`src/rtl/ddr_deint_pkg.sv`:
```
package ddr_deint_pkg;

    typedef enum logic [1:0] {
        SIG_CMOS    = 2'b00,
        SIG_LVDS_HI = 2'b01,
        SIG_LVDS_LO = 2'b10
    } sig_mode_t;

    localparam int CODE_W = 2;

    function automatic sig_mode_t code_to_mode(input logic [CODE_W-1:0] code);
        case (code)
            2'b00:   return SIG_CMOS;
            2'b10:   return SIG_LVDS_LO;
            default: return SIG_LVDS_HI;
        endcase
    endfunction

    function automatic logic mode_is_lvds(input sig_mode_t m);
        return m != SIG_CMOS;
    endfunction

    function automatic logic mode_is_low_drive(input sig_mode_t m);
        return m == SIG_LVDS_LO;
    endfunction

endpackage

```
`src/rtl/ddr_phase_capture.sv`:
```
module ddr_phase_capture #(
    parameter int W = 10
) (
    input  logic         clk,
    input  logic         rst,
    input  logic [W-1:0] din,
    output logic [W-1:0] low_word,
    output logic [W-1:0] high_word,
    output logic         low_seen,
    output logic         high_seen
);
    // Low-phase word is taken at the rising edge that ends the low phase.
    always_ff @(posedge clk) begin
        if (rst) begin
            low_word <= '0;
            low_seen <= 1'b0;
        end else begin
            low_word <= din;
            low_seen <= 1'b1;
        end
    end

    // High-phase word is taken at the falling edge that ends the high phase.
    always_ff @(negedge clk) begin
        if (rst) begin
            high_word <= '0;
            high_seen <= 1'b0;
        end else begin
            high_word <= din;
            high_seen <= low_seen;
        end
    end

    // a partner word may only be flagged after a low-phase word exists
    a_r2_high_after_low: assert property (@(negedge clk) disable iff (rst)
        high_seen |-> low_seen);
endmodule

```
`src/rtl/ddr_pair_register.sv`:
```
module ddr_pair_register #(
    parameter int W = 10
) (
    input  logic         clk,
    input  logic         rst,
    input  logic [W-1:0] low_word,
    input  logic [W-1:0] high_word,
    input  logic         pair_ready,
    output logic [W-1:0] out_a,
    output logic [W-1:0] out_b,
    output logic         out_valid
);
    always_ff @(posedge clk) begin
        if (rst) begin
            out_a     <= '0;
            out_b     <= '0;
            out_valid <= 1'b0;
        end else if (pair_ready) begin
            out_a     <= low_word;
            out_b     <= high_word;
            out_valid <= 1'b1;
        end else begin
            out_valid <= 1'b0;
        end
    end

    // the strobe never drops between resets
    a_r3_valid_sticky: assert property (@(posedge clk) disable iff (rst)
        out_valid |=> out_valid);
endmodule

```
`src/rtl/ddr_mode_resolve.sv`:
```
module ddr_mode_resolve
    import ddr_deint_pkg::*;
(
    input  logic              clk,
    input  logic              rst,
    input  logic [CODE_W-1:0] strap_code,
    input  logic              wr_en,
    input  logic [CODE_W-1:0] wr_code,
    input  logic              clr,
    output sig_mode_t         mode,
    output logic              ovr_on
);
    sig_mode_t ovr_mode;

    always_ff @(posedge clk) begin
        if (rst || clr) begin
            ovr_on   <= 1'b0;
            ovr_mode <= SIG_CMOS;
        end else if (wr_en) begin
            ovr_on   <= 1'b1;
            ovr_mode <= code_to_mode(wr_code);
        end
    end

    always_comb begin
        mode = ovr_on ? ovr_mode : code_to_mode(strap_code);
    end

    // a clear always leaves the strap in control
    a_r6_clear_wins: assert property (@(posedge clk) disable iff (rst)
        $past(clr) |-> !ovr_on);
endmodule

```
`src/rtl/ddr_deinterleave.sv`:
```
module ddr_deinterleave
    import ddr_deint_pkg::*;
#(
    parameter int DATA_W = 10
) (
    input  logic              clk,
    input  logic              rst,
    input  logic [DATA_W-1:0] ddr_data,
    input  logic [CODE_W-1:0] strap_sel,
    input  logic              cfg_wr,
    input  logic [CODE_W-1:0] cfg_mode,
    input  logic              cfg_clr,
    output logic [DATA_W-1:0] chan_a,
    output logic [DATA_W-1:0] chan_b,
    output logic              pair_valid,
    output logic              mode_lvds,
    output logic              mode_low_drive,
    output logic              mode_override
);
    logic [DATA_W-1:0] low_word;
    logic [DATA_W-1:0] high_word;
    logic              low_seen;
    logic              high_seen;
    sig_mode_t         cur_mode;

    ddr_phase_capture #(.W(DATA_W)) u_capture (
        .clk       (clk),
        .rst       (rst),
        .din       (ddr_data),
        .low_word  (low_word),
        .high_word (high_word),
        .low_seen  (low_seen),
        .high_seen (high_seen)
    );

    ddr_pair_register #(.W(DATA_W)) u_pair (
        .clk        (clk),
        .rst        (rst),
        .low_word   (low_word),
        .high_word  (high_word),
        .pair_ready (high_seen),
        .out_a      (chan_a),
        .out_b      (chan_b),
        .out_valid  (pair_valid)
    );

    ddr_mode_resolve u_mode (
        .clk        (clk),
        .rst        (rst),
        .strap_code (strap_sel),
        .wr_en      (cfg_wr),
        .wr_code    (cfg_mode),
        .clr        (cfg_clr),
        .mode       (cur_mode),
        .ovr_on     (mode_override)
    );

    assign mode_lvds      = mode_is_lvds(cur_mode);
    assign mode_low_drive = mode_is_low_drive(cur_mode);

    // a presented pair implies a low-phase word has been captured
    a_r2_valid_needs_capture: assert property (@(posedge clk) disable iff (rst)
        pair_valid |-> low_seen);

    // an accepted write turns the override on
    a_r5_write_installs: assert property (@(posedge clk) disable iff (rst)
        ($past(cfg_wr) && !$past(cfg_clr) && !$past(rst)) |-> mode_override);

    // a held override ignores the strap
    a_r5_strap_ignored: assert property (@(posedge clk) disable iff (rst)
        (mode_override && $past(mode_override) && !$past(cfg_wr) && !$past(rst))
            |-> ($stable(mode_lvds) && $stable(mode_low_drive)));

    // reduced drive only exists with LVDS signalling
    a_r7_low_drive_lvds: assert property (@(posedge clk) disable iff (rst)
        mode_low_drive |-> mode_lvds);

    // reset leaves no pair and no override
    a_r8_reset_clears: assert property (@(posedge clk)
        $past(rst) |-> (!pair_valid && !mode_override && chan_a == '0));
endmodule

```
`config.mk`:
```
export PLATFORM = sky130hd
export DESIGN_NAME = ddr_deinterleave
export DESIGN_NICKNAME = d
export VERILOG_FILES = /design/src/rtl/ddr_deint_pkg.sv /design/src/rtl/ddr_phase_capture.sv /design/src/rtl/ddr_pair_register.sv /design/src/rtl/ddr_mode_resolve.sv /design/src/rtl/ddr_deinterleave.sv
export SDC_FILE = /design/constraint.sdc
export NUM_CORES = 1
export LEC_CHECK = 0
export ABC_AREA = 1
export BUFFER_PORTS_ARGS = -buffer_cell sky130_fd_sc_hd__buf_2
export CAP_MARGIN = 20
export CELL_PAD_IN_SITES_DETAIL_PLACEMENT = 1
export CELL_PAD_IN_SITES_GLOBAL_PLACEMENT = 2
export CORE_MARGIN = 3
export CORE_UTILIZATION = 28
export CTS_BUF_LIST = sky130_fd_sc_hd__clkbuf_8
export CTS_CLUSTER_SIZE = 14
export DETAILED_ROUTE_END_ITERATION = 7
export PLACE_DENSITY_LB_ADDON = 0.1
export SKIP_CTS_REPAIR_TIMING = 1
export SLEW_MARGIN = 20
export SYNTH_ARGS = -nofsm -noshare
export SYNTH_HDL_FRONTEND = slang
export SYNTH_SLANG_ARGS = --single-unit
export TNS_END_PERCENT = 5
```
`constraint.sdc`:
```
create_clock -name clk -period 0.8 [get_ports clk]
set_input_delay 0.08 -clock clk [delete_from_list [all_inputs] [get_ports clk]]
set_output_delay 0.08 -clock clk [all_outputs]
set_load 0.05 [all_outputs]
```
======== After elaboration in Yosys (flattened, before gate mapping) ========
Cells that the tools add are included.
Widths: inputs -> output; s select.
cells by class
  equality and inequality tests ........... 3
  mux-type cells .......................... 6
  reductions and logical operators ........ 4
operator list
  kind                number
  $mux 10             1
  $pmux 2 s2          2
  $eq 2x2->1 const B  3
  $logic_not 2->1     2
  $mux 1              2
  $mux 2              1
  $reduce_bool 2->1   1
  $logic_or 1x1->1    1
storage, ports and cells
  register bits ........................... 46
  output and inout bits ................... 24
  logic and storage cells ................. 22

======== Longest topological paths before layout ========
Gate-level depths: netlist of run 1.
  word-level depth ........................ 4
  mapped depth ............................ 5
  depth with buffers taken out ............ 5

======== Hierarchy ========
A second synthesis of run 1 with hierarchy kept.
unflattened totals
  cell total of the unflattened synthesis .. 202
  area total of the unflattened synthesis .. 1615.3 um^2
by module, submodules not included
  module             instances  cells each  area each (um^2)  seq. area each (um^2)
  ddr_pair_register  1          131         924.6             420.4
  ddr_phase_capture  1          47          541.8             440.4
  ddr_mode_resolve   1          20          133.9             60.1
  ddr_deinterleave   1          4           15.0              0.0

==> impl_metrics.ini, run 1 <==
[worst_setup_path]
worstPathRequired_ns = 0.99
path_buf_inv = 2
arrival_ns = 1.46
cp-startpoint = u_capture.high_seen
path_cells = inv_6 > buf_12 > nor2_4 > nor2_1
regToRegEndpoint = u_pair.out_a[8]
critical-path-slowest-cell = dfxtp_4
cp_top_family = flip-flops
cp-start-kind = flop
path_class = flop to flop
cp.depth = 4
reg2reg_depth = 4
r2r_start = u_capture.high_seen
rrSetupSlack_ns = -0.47
slowest_delay_ns = 0.38
end_kind = flop
cp_max_fo = 8

[pwr]
intPower_mw = 3.80
pwr-share-comb = 0.165
p_leak_nw = 1.11
power.density_nw_per_um2 = 2220
max-vdd-ir-drop_mv = 1.65
power_frac_clock = 0.360
p_switching_mw = 1.55
seqPwrFrac = 0.475
swShare = 0.289

[route]
viasPerCell = 4.11
wl_um = 3540
drtIter0Drc = 24
wl_per_cell_um = 12.1
vias = 1208
dr.pass1.iters = 2
detail-route-antenna-nets = 0
drc = 0

[yosys]
syn_nets = 177
synth_warnings = 0
synthesis.instances = 159
ys_types = 17
yosysSeqAreaShare = 0.620
avgSynthCellArea_um2 = 9.34
synth-async-reset-ratio = 0
synth_edf_count = 0
syn_area_um2 = 1490
ys_ff_latch = 46
ys.flop_type = dfxtp_1

[global_route]
grt_pass1_vias = 1267
grt_pass1_wl_um = 5750
grt_max_degree = 15
gr-total-overflow = 0
antenna_found_initial = 0
track_usage = 0.119

[sta]
setup_viol = 46
slew_headroom = 0.809
finalHoldViolCount = 2
slew_violations = 0
rsz0062_at_grt = yes
finClkSkew_ns = 0.0725
final.setup.tns_ns = -12.56
worstMarginPinSlew_ns = 0.287
whs_ns = -0.00245
fin_ws_ns = -0.470

[final_layout]
final.fill_count = 571
num_antenna_cells = 0
area_delta_synth_final_pct = 61.9
drive_gt1_frac = 0.612
final_util = 0.490
stdcell_count = 294
finalNetCount = 244

[clocking]
clock-root-buffer = clkbuf_8
numCtsBuffers = 5
clk_pin_slew_worst_paths_ns = 0.09
cts_tree = built
cts_max_level = 2
cts.sinks = 46
clk_latency_ns = 0.37
cts.path.max_buffers = 2

[floorplanning]
num_rows = 25
ios = 42
coreArea_um2 = 4910
die-area_um2 = 6210
initial_core_util = 0.302
die_y_um = 78.8
die_x_um = 78.8

[min_path]
hp-class = input port to flop
hold_start = ddr_data[5]
hold_depth = 3
min_to = u_capture.low_word[5]

[place]
gp_congestion = 0.722
dp.cells = 276
dp_hpwl_um = 2490
portBuffers = 41

[outcome]
violations = negative hold slack, negative setup slack
status = finished with violations

[job]
drv_cap = 0
[cell usage after synthesis, types with 2 or more instances]
master   count  area (um2)
buf_4        3        22.5
nor2_1      43         161
o21ai_1      9        45.0
dfxtp_1     46         921
a21oi_2      3        26.3
inv_1       17        63.8
nor2_2      10        62.6
buf_6        2        22.5
nand2_1      8        30.0
nand3_1      2        10.0
o21ai_2     10        87.6
[tightest hold or removal path, delay by kind of cell]
kind	cells	cell delay [ns]
and+or+nand+nor	1	0.04
buffers and inverters	2	0.14
[cells by family (layout without fill, tap and decap cells)]
| family | Yosys count | after routing | share of synthesized area |
|---|---|---|---|
| simple gates | 64 | 64 | 0.184 |
| buf+inv | 25 | 93 | 0.0825 |
| compound gates | 24 | 24 | 0.114 |
| flops | 46 | 46 | 0.620 |
[cell usage in the layout (no fill, tap or decap)]
| cell | n |
|---|---|
| o21ai_2 | 14 |
| or2_4 | 1 |
| inv_1 | 25 |
| nor2_1 | 23 |
| nand3_1 | 1 |
| nand2_1 | 5 |
| nand3_2 | 1 |
| nor2_4 | 11 |
| buf_12 | 2 |
| o21ai_4 | 1 |
| a21oi_2 | 3 |
| dfxtp_4 | 2 |
| a21oi_4 | 1 |
| nand2_4 | 1 |
| clkbuf_8 | 5 |
| inv_6 | 2 |
| nor2_2 | 19 |
| dfxtp_2 | 15 |
| o21ai_1 | 5 |
| nand2_2 | 2 |
| bufinv_16 | 1 |
| buf_6 | 14 |
| buf_2 | 18 |
| dfxtp_1 | 29 |
| inv_2 | 3 |
| buf_8 | 12 |
| buf_4 | 11 |
[routing by layer]
layer	global-route usage	routed length, um	vias up
met3	0.0374	147	9
met5	0	0	-
met2	0.191	1800	22
met4	0.0567	62	0
met1	0.146	1540	561
li1	-	-	616
[power groups by stage]
stage	clock [mW]	sequential (mW)	combinational [mW]
final	1.93	2.54	0.885
after global routing	2.16	2.56	0.947
after CTS	1.98	2.49	0.714
after detailed placement	0.0922	2.54	0.710
after global placement	0.0922	2.54	0.700
after floorplan	0.0922	2.77	0.266
[worst max path at each step]
stage | slack (ns) | end
after global placement | -0.40 | u_pair.out_a[1]
after global routing | -0.51 | u_pair.out_a[3]
after floorplan | -0.36 | u_pair.out_a[0]
final | -0.47 | u_pair.out_a[8]
after detailed placement | -0.49 | u_pair.out_a[8]
after CTS | -0.55 | mode_low_drive
[final cells by class]
cell class              instances  area [um2]  share of cell area
flip-flops and latches         46         947               0.394
well taps                      67        83.8              0.0349
multi-input cells              88         602               0.250
repair buffers                 57         551               0.229
inverters                      17        68.8              0.0286
clock inverters                14        83.8              0.0349
clock buffers                   5        68.8              0.0286
[registers in the layout, indices dropped and copies added, names as in the netlist]
register / cells
u_pair.out_b: 10
u_pair.out_valid: 1
u_capture.low_word: 10
u_mode.ovr_on: 1
u_capture.low_seen: 1
u_mode.ovr_mode: 2
u_pair.out_a: 10
u_capture.high_seen: 1
u_capture.high_word: 10
[metrics by stage]
step	hold slack [ns]	power, mW	worst slack (ns)	cell area [um2]
6_report	-0.00245	5.35	-0.470	2400
3_5_place_dp	0.314	3.34	-0.488	1900
4_1_cts	-0.0119	5.18	-0.547	2040
5_1_grt	-0.0161	5.66	-0.513	2400
3_3_place_gp	0.316	3.33	-0.397	1900
2_1_floorplan	0.160	3.12	-0.355	1540
No activity file was read; power rests on OpenSTA's default activity.
==> inputs of run 2 (changes only) <==
Settings changed: CORE_ASPECT_RATIO from default to 0.7, HOLD_SLACK_MARGIN from default to 0.02.
==> impl_metrics.ini, run 2 (synthesized netlist as in run 1, its figures left out) <==
[route]
detail-route-antenna-nets = 0
drtIter0Drc = 32
dr.pass1.iters = 2
wl_um = 3500
drc = 0
vias = 1217
viasPerCell = 4.13
wl_per_cell_um = 11.9

[job]
drv_cap = 0

[pwr]
finalPower_mw = 5.65
power.density_nw_per_um2 = 2290
max-vdd-ir-drop_mv = 0.914
p_leak_nw = 1.13

[sta]
rsz0062_at_grt = yes
setup_viol = 46
slew_violations = 0
slew_headroom = 0.798
finClkSkew_ns = 0.0751
finalHoldViolCount = 0
final.setup.tns_ns = -12.16
whs_ns = 0.00215
fin_ws_ns = -0.465
worstMarginPinSlew_ns = 0.303

[floorplanning]
initial_core_util = 0.301
die_x_um = 93.1
num_rows = 21
ios = 42
coreArea_um2 = 4940
die-area_um2 = 6230
die_y_um = 66.9

[place]
portBuffers = 41
place_ws_ns = -0.460
placed_area_um2 = 1880
gp_congestion = 0.675
dp_hpwl_um = 2520

[final_layout]
num_antenna_cells = 0
finalNetCount = 243
layout_common_cells = inv_1, dfxtp_1, nor2_1
final.fill_count = 569
area_delta_synth_final_pct = 66.3
drive_gt1_frac = 0.628
final_area_um2 = 2470

[min_path]
hp-class = input port to flop

[worst_setup_path]
reg2reg_depth = 4
rrSetupSlack_ns = -0.46
end_kind = flop
path_class = flop to flop
worstPathRequired_ns = 0.99
endpoint = u_pair.out_b[2]
cp-startpoint = u_capture.high_seen
cp_max_fo = 8
regToRegEndpoint = u_pair.out_b[2]
r2r_start = u_capture.high_seen
cp-start-kind = flop
arrival_ns = 1.45

[global_route]
grt_pass1_vias = 1324
gr-total-overflow = 0
grt_max_degree = 15
track_usage = 0.117
antenna_found_initial = 0
grt_pass1_wl_um = 5630

[clocking]
cts.sinks = 46
cts_max_level = 2
clock-root-buffer = clkbuf_8
cts.path.max_buffers = 2
numCtsBuffers = 5
clk_pin_slew_worst_paths_ns = 0.09
clk_latency_ns = 0.36
cts_tree = built

[outcome]
status = finished with violations
violations = negative setup slack
==> run 2: changes by cell type in the layout (fill, tap and decap cells not counted), sizes merged <==
cell    change
buf         -1
bufinv      +1
inv         -1
==> run 2: worst min path at each step <==
stage                                        to  cells after the start        start
after floorplan           u_capture.low_word[6]                      1          rst
final                     u_capture.low_word[5]                      3  ddr_data[5]
after global routing      u_capture.low_word[5]                      3  ddr_data[5]
after detailed placement  u_capture.low_word[5]                      3  ddr_data[5]
after global placement    u_capture.low_word[8]                      3  ddr_data[8]
after CTS                 u_capture.low_word[5]                      3  ddr_data[5]
==> run 2: layer usage <==
metal,vias up,wire length [um],global-route usage,share of wire
met5,-,0,0,0
met4,0,35,0.0439,0.010
met2,30,1740,0.203,0.50
met1,565,1520,0.135,0.43
li1,617,-,-,-
met3,5,202,0.0384,0.058
==> run 2: critical path, cell delays in order, from the launching register on <==
cell,delay [ns]
dfxtp_4,0.37
inv_4,0.06
buf_12,0.15
nor2_4,0.08
nor2_2,0.04
==> run 2: final cells by class <==
type	count	area (um2)	area share
clock buffer	5	68.8	0.0279
clock inverter	14	105	0.0426
sequential	46	955	0.387
multi-input combinational	88	611	0.247
inverter	17	66.3	0.0268
timing repair buffer	56	578	0.234
tap	69	86.3	0.0350
==> run 2: metrics by stage <==
step / instances / utilization
finish: 295 / 0.500
global route: 295 / 0.500
CTS: 294 / 0.416
detailed placement: 276 / 0.381
global placement: 276 / 0.381
floorplan: 159 / -
==> run 2: report_power, final <==
| part | total [mW] | internal, mW | switching [mW] |
|---|---|---|---|
| clock | 2.21 | 1.31 | 0.901 |
| combinational | 0.900 | 0.383 | 0.517 |
| sequential | 2.54 | 2.43 | 0.110 |
==> inputs of run 3 (changes only) <==
Settings changed: ABC_AREA 1 to default, CORE_UTILIZATION 28 to 30.
==> impl_metrics.ini, run 3 <==
[pwr]
intPower_mw = 3.76
pwr-share-comb = 0.111
swShare = 0.251
p_leak_nw = 0.993
finalPower_mw = 5.02
p_switching_mw = 1.26
power.density_nw_per_um2 = 2270
power_frac_clock = 0.398
seqPwrFrac = 0.490
max-vdd-ir-drop_mv = 1.31

[final_layout]
register_area_um2 = 953
finalNetCount = 205
area_delta_synth_final_pct = 53.1
multiInputGateArea_um2 = 440
final.fill_count = 484
layout_commonest_cell = dfxtp_2
num_antenna_cells = 0
drive_gt1_frac = 0.484
layout_common_cells = dfxtp_2, nor2_1, dfxtp_1

[global_route]
antenna_found_initial = 0
grt_max_degree = 15
track_usage = 0.120
grt_pass1_vias = 1101
gr-total-overflow = 0
grt_pass1_wl_um = 5210

[yosys]
synthTopCellsByCount = dfxtp_1, nor2_1, mux2i_1
synth_warnings = 0
synth_edf_count = 0
ys.flop_type = dfxtp_1
synthMostInstantiatedCell = dfxtp_1
synth-async-reset-ratio = 0
syn_nets = 138
avgSynthCellArea_um2 = 12.0
syn_area_um2 = 1450
synth_area_leaders = dfxtp_1, mux2i_1, nor2_1
yosysSeqAreaShare = 0.637
synthesis.instances = 120
ys_ff_latch = 46
yosysTopAreaCellShare = 0.637
synth_top_area_cell = dfxtp_1
ys_types = 14

[worst_setup_path]
slowest_delay_ns = 0.38
cp-start-kind = flop
rrSetupSlack_ns = -0.55
worstPathRequired_ns = 0.99
cp_max_fo = 5
path_cells = buf_4 > mux2i_1 > nor2_1
end_kind = flop
reg2reg_depth = 3
arrival_ns = 1.54
critical-path-slowest-cell = dfxtp_4
path_class = flop to flop

[clocking]
cts_max_level = 2
cts_tree = built
cts.sinks = 46
clk_pin_slew_worst_paths_ns = 0.09
numCtsBuffers = 5
cts.path.max_buffers = 2
clock-root-buffer = clkbuf_8
clk_latency_ns = 0.35

[job]
drv_cap = 0

[route]
dr.pass1.iters = 4
vias = 1041
viasPerCell = 4.28
detail-route-antenna-nets = 0
drc = 0
drtIter0Drc = 30
wl_um = 3220
wl_per_cell_um = 13.3

[sta]
slew_violations = 0
slew_headroom = 0.853
rsz0062_at_grt = yes
finalHoldViolCount = 0
setup_viol = 46
whs_ns = 0.0350
finClkSkew_ns = 0.0656
fin_ws_ns = -0.549
worstMarginPinSlew_ns = 0.219

[place]
place_ws_ns = -0.531
portBuffers = 41
gp_congestion = 0.704
dp_hpwl_um = 2360

[min_path]
hold_depth = 2
hp-class = input port to flop

[floorplanning]
initial_core_util = 0.323
die-area_um2 = 5700
coreArea_um2 = 4480
num_rows = 20
die_y_um = 64.1
die_x_um = 89.0
ios = 42

[outcome]
status = finished with violations
violations = negative setup slack
[run 3: metrics by stage]
step / area, um2 / util / cells / setup TNS [ns]
2_1_floorplan: 1450 / - / 120 / -10.80
3_3_place_gp: 1750 / 0.392 / 222 / -12.37
3_5_place_dp: 1750 / 0.392 / 222 / -12.78
4_1_cts: 1910 / 0.427 / 240 / -17.10
5_1_grt: 2210 / 0.494 / 243 / -15.55
6_report: 2210 / 0.494 / 243 / -13.46
[run 3: power groups by stage]
stage	clock network [mW]	logic, mW	registers, mW
2_1_floorplan	0.0922	0.210	2.60
3_3_place_gp	0.0922	0.462	2.48
3_5_place_dp	0.0922	0.468	2.48
4_1_cts	2.08	0.471	2.44
5_1_grt	2.22	0.599	2.47
6_report	2.00	0.559	2.46
[run 3: critical path: cells and delay by family, from the launching register on]
family | cells | cell delay [ns]
buffers and inverters | 1 | 0.17
and+or+nand+nor | 1 | 0.05
muxes | 1 | 0.18
DFF | 1 | 0.38
[run 3: worst paths after layout]
path,startpoint,end
max,u_capture.high_seen,u_pair.out_a[9]
min,ddr_data[9],u_capture.low_word[9]
max reg2reg,u_capture.high_seen,u_pair.out_a[9]
min reg2reg,u_capture.low_word[0],u_pair.out_a[0]
[run 3: cell families after synthesis]
kind of cell / synth area share
flip-flops: 0.637
AND/OR/NAND/NOR: 0.139
multiplexers: 0.145
buffers and inverters: 0.0632
AO/OA/AOI/OAI: 0.0156
[run 3: layer usage]
layer / global-route usage / up-vias / part of all wire
li1: - / 520 / -
met1: 0.169 / 496 / 0.53
met2: 0.170 / 23 / 0.42
met3: 0.0464 / 2 / 0.049
met4: 0.0335 / 0 / 0.0040
met5: 0 / - / 0
[run 3: cell type report]
type,instances,area share
multi-input combinational,65,0.199
inverter,1,0.00170
tap,55,0.0311
clock buffer,6,0.0373
sequential,46,0.431
timing repair buffer,57,0.264
clock inverter,13,0.0362
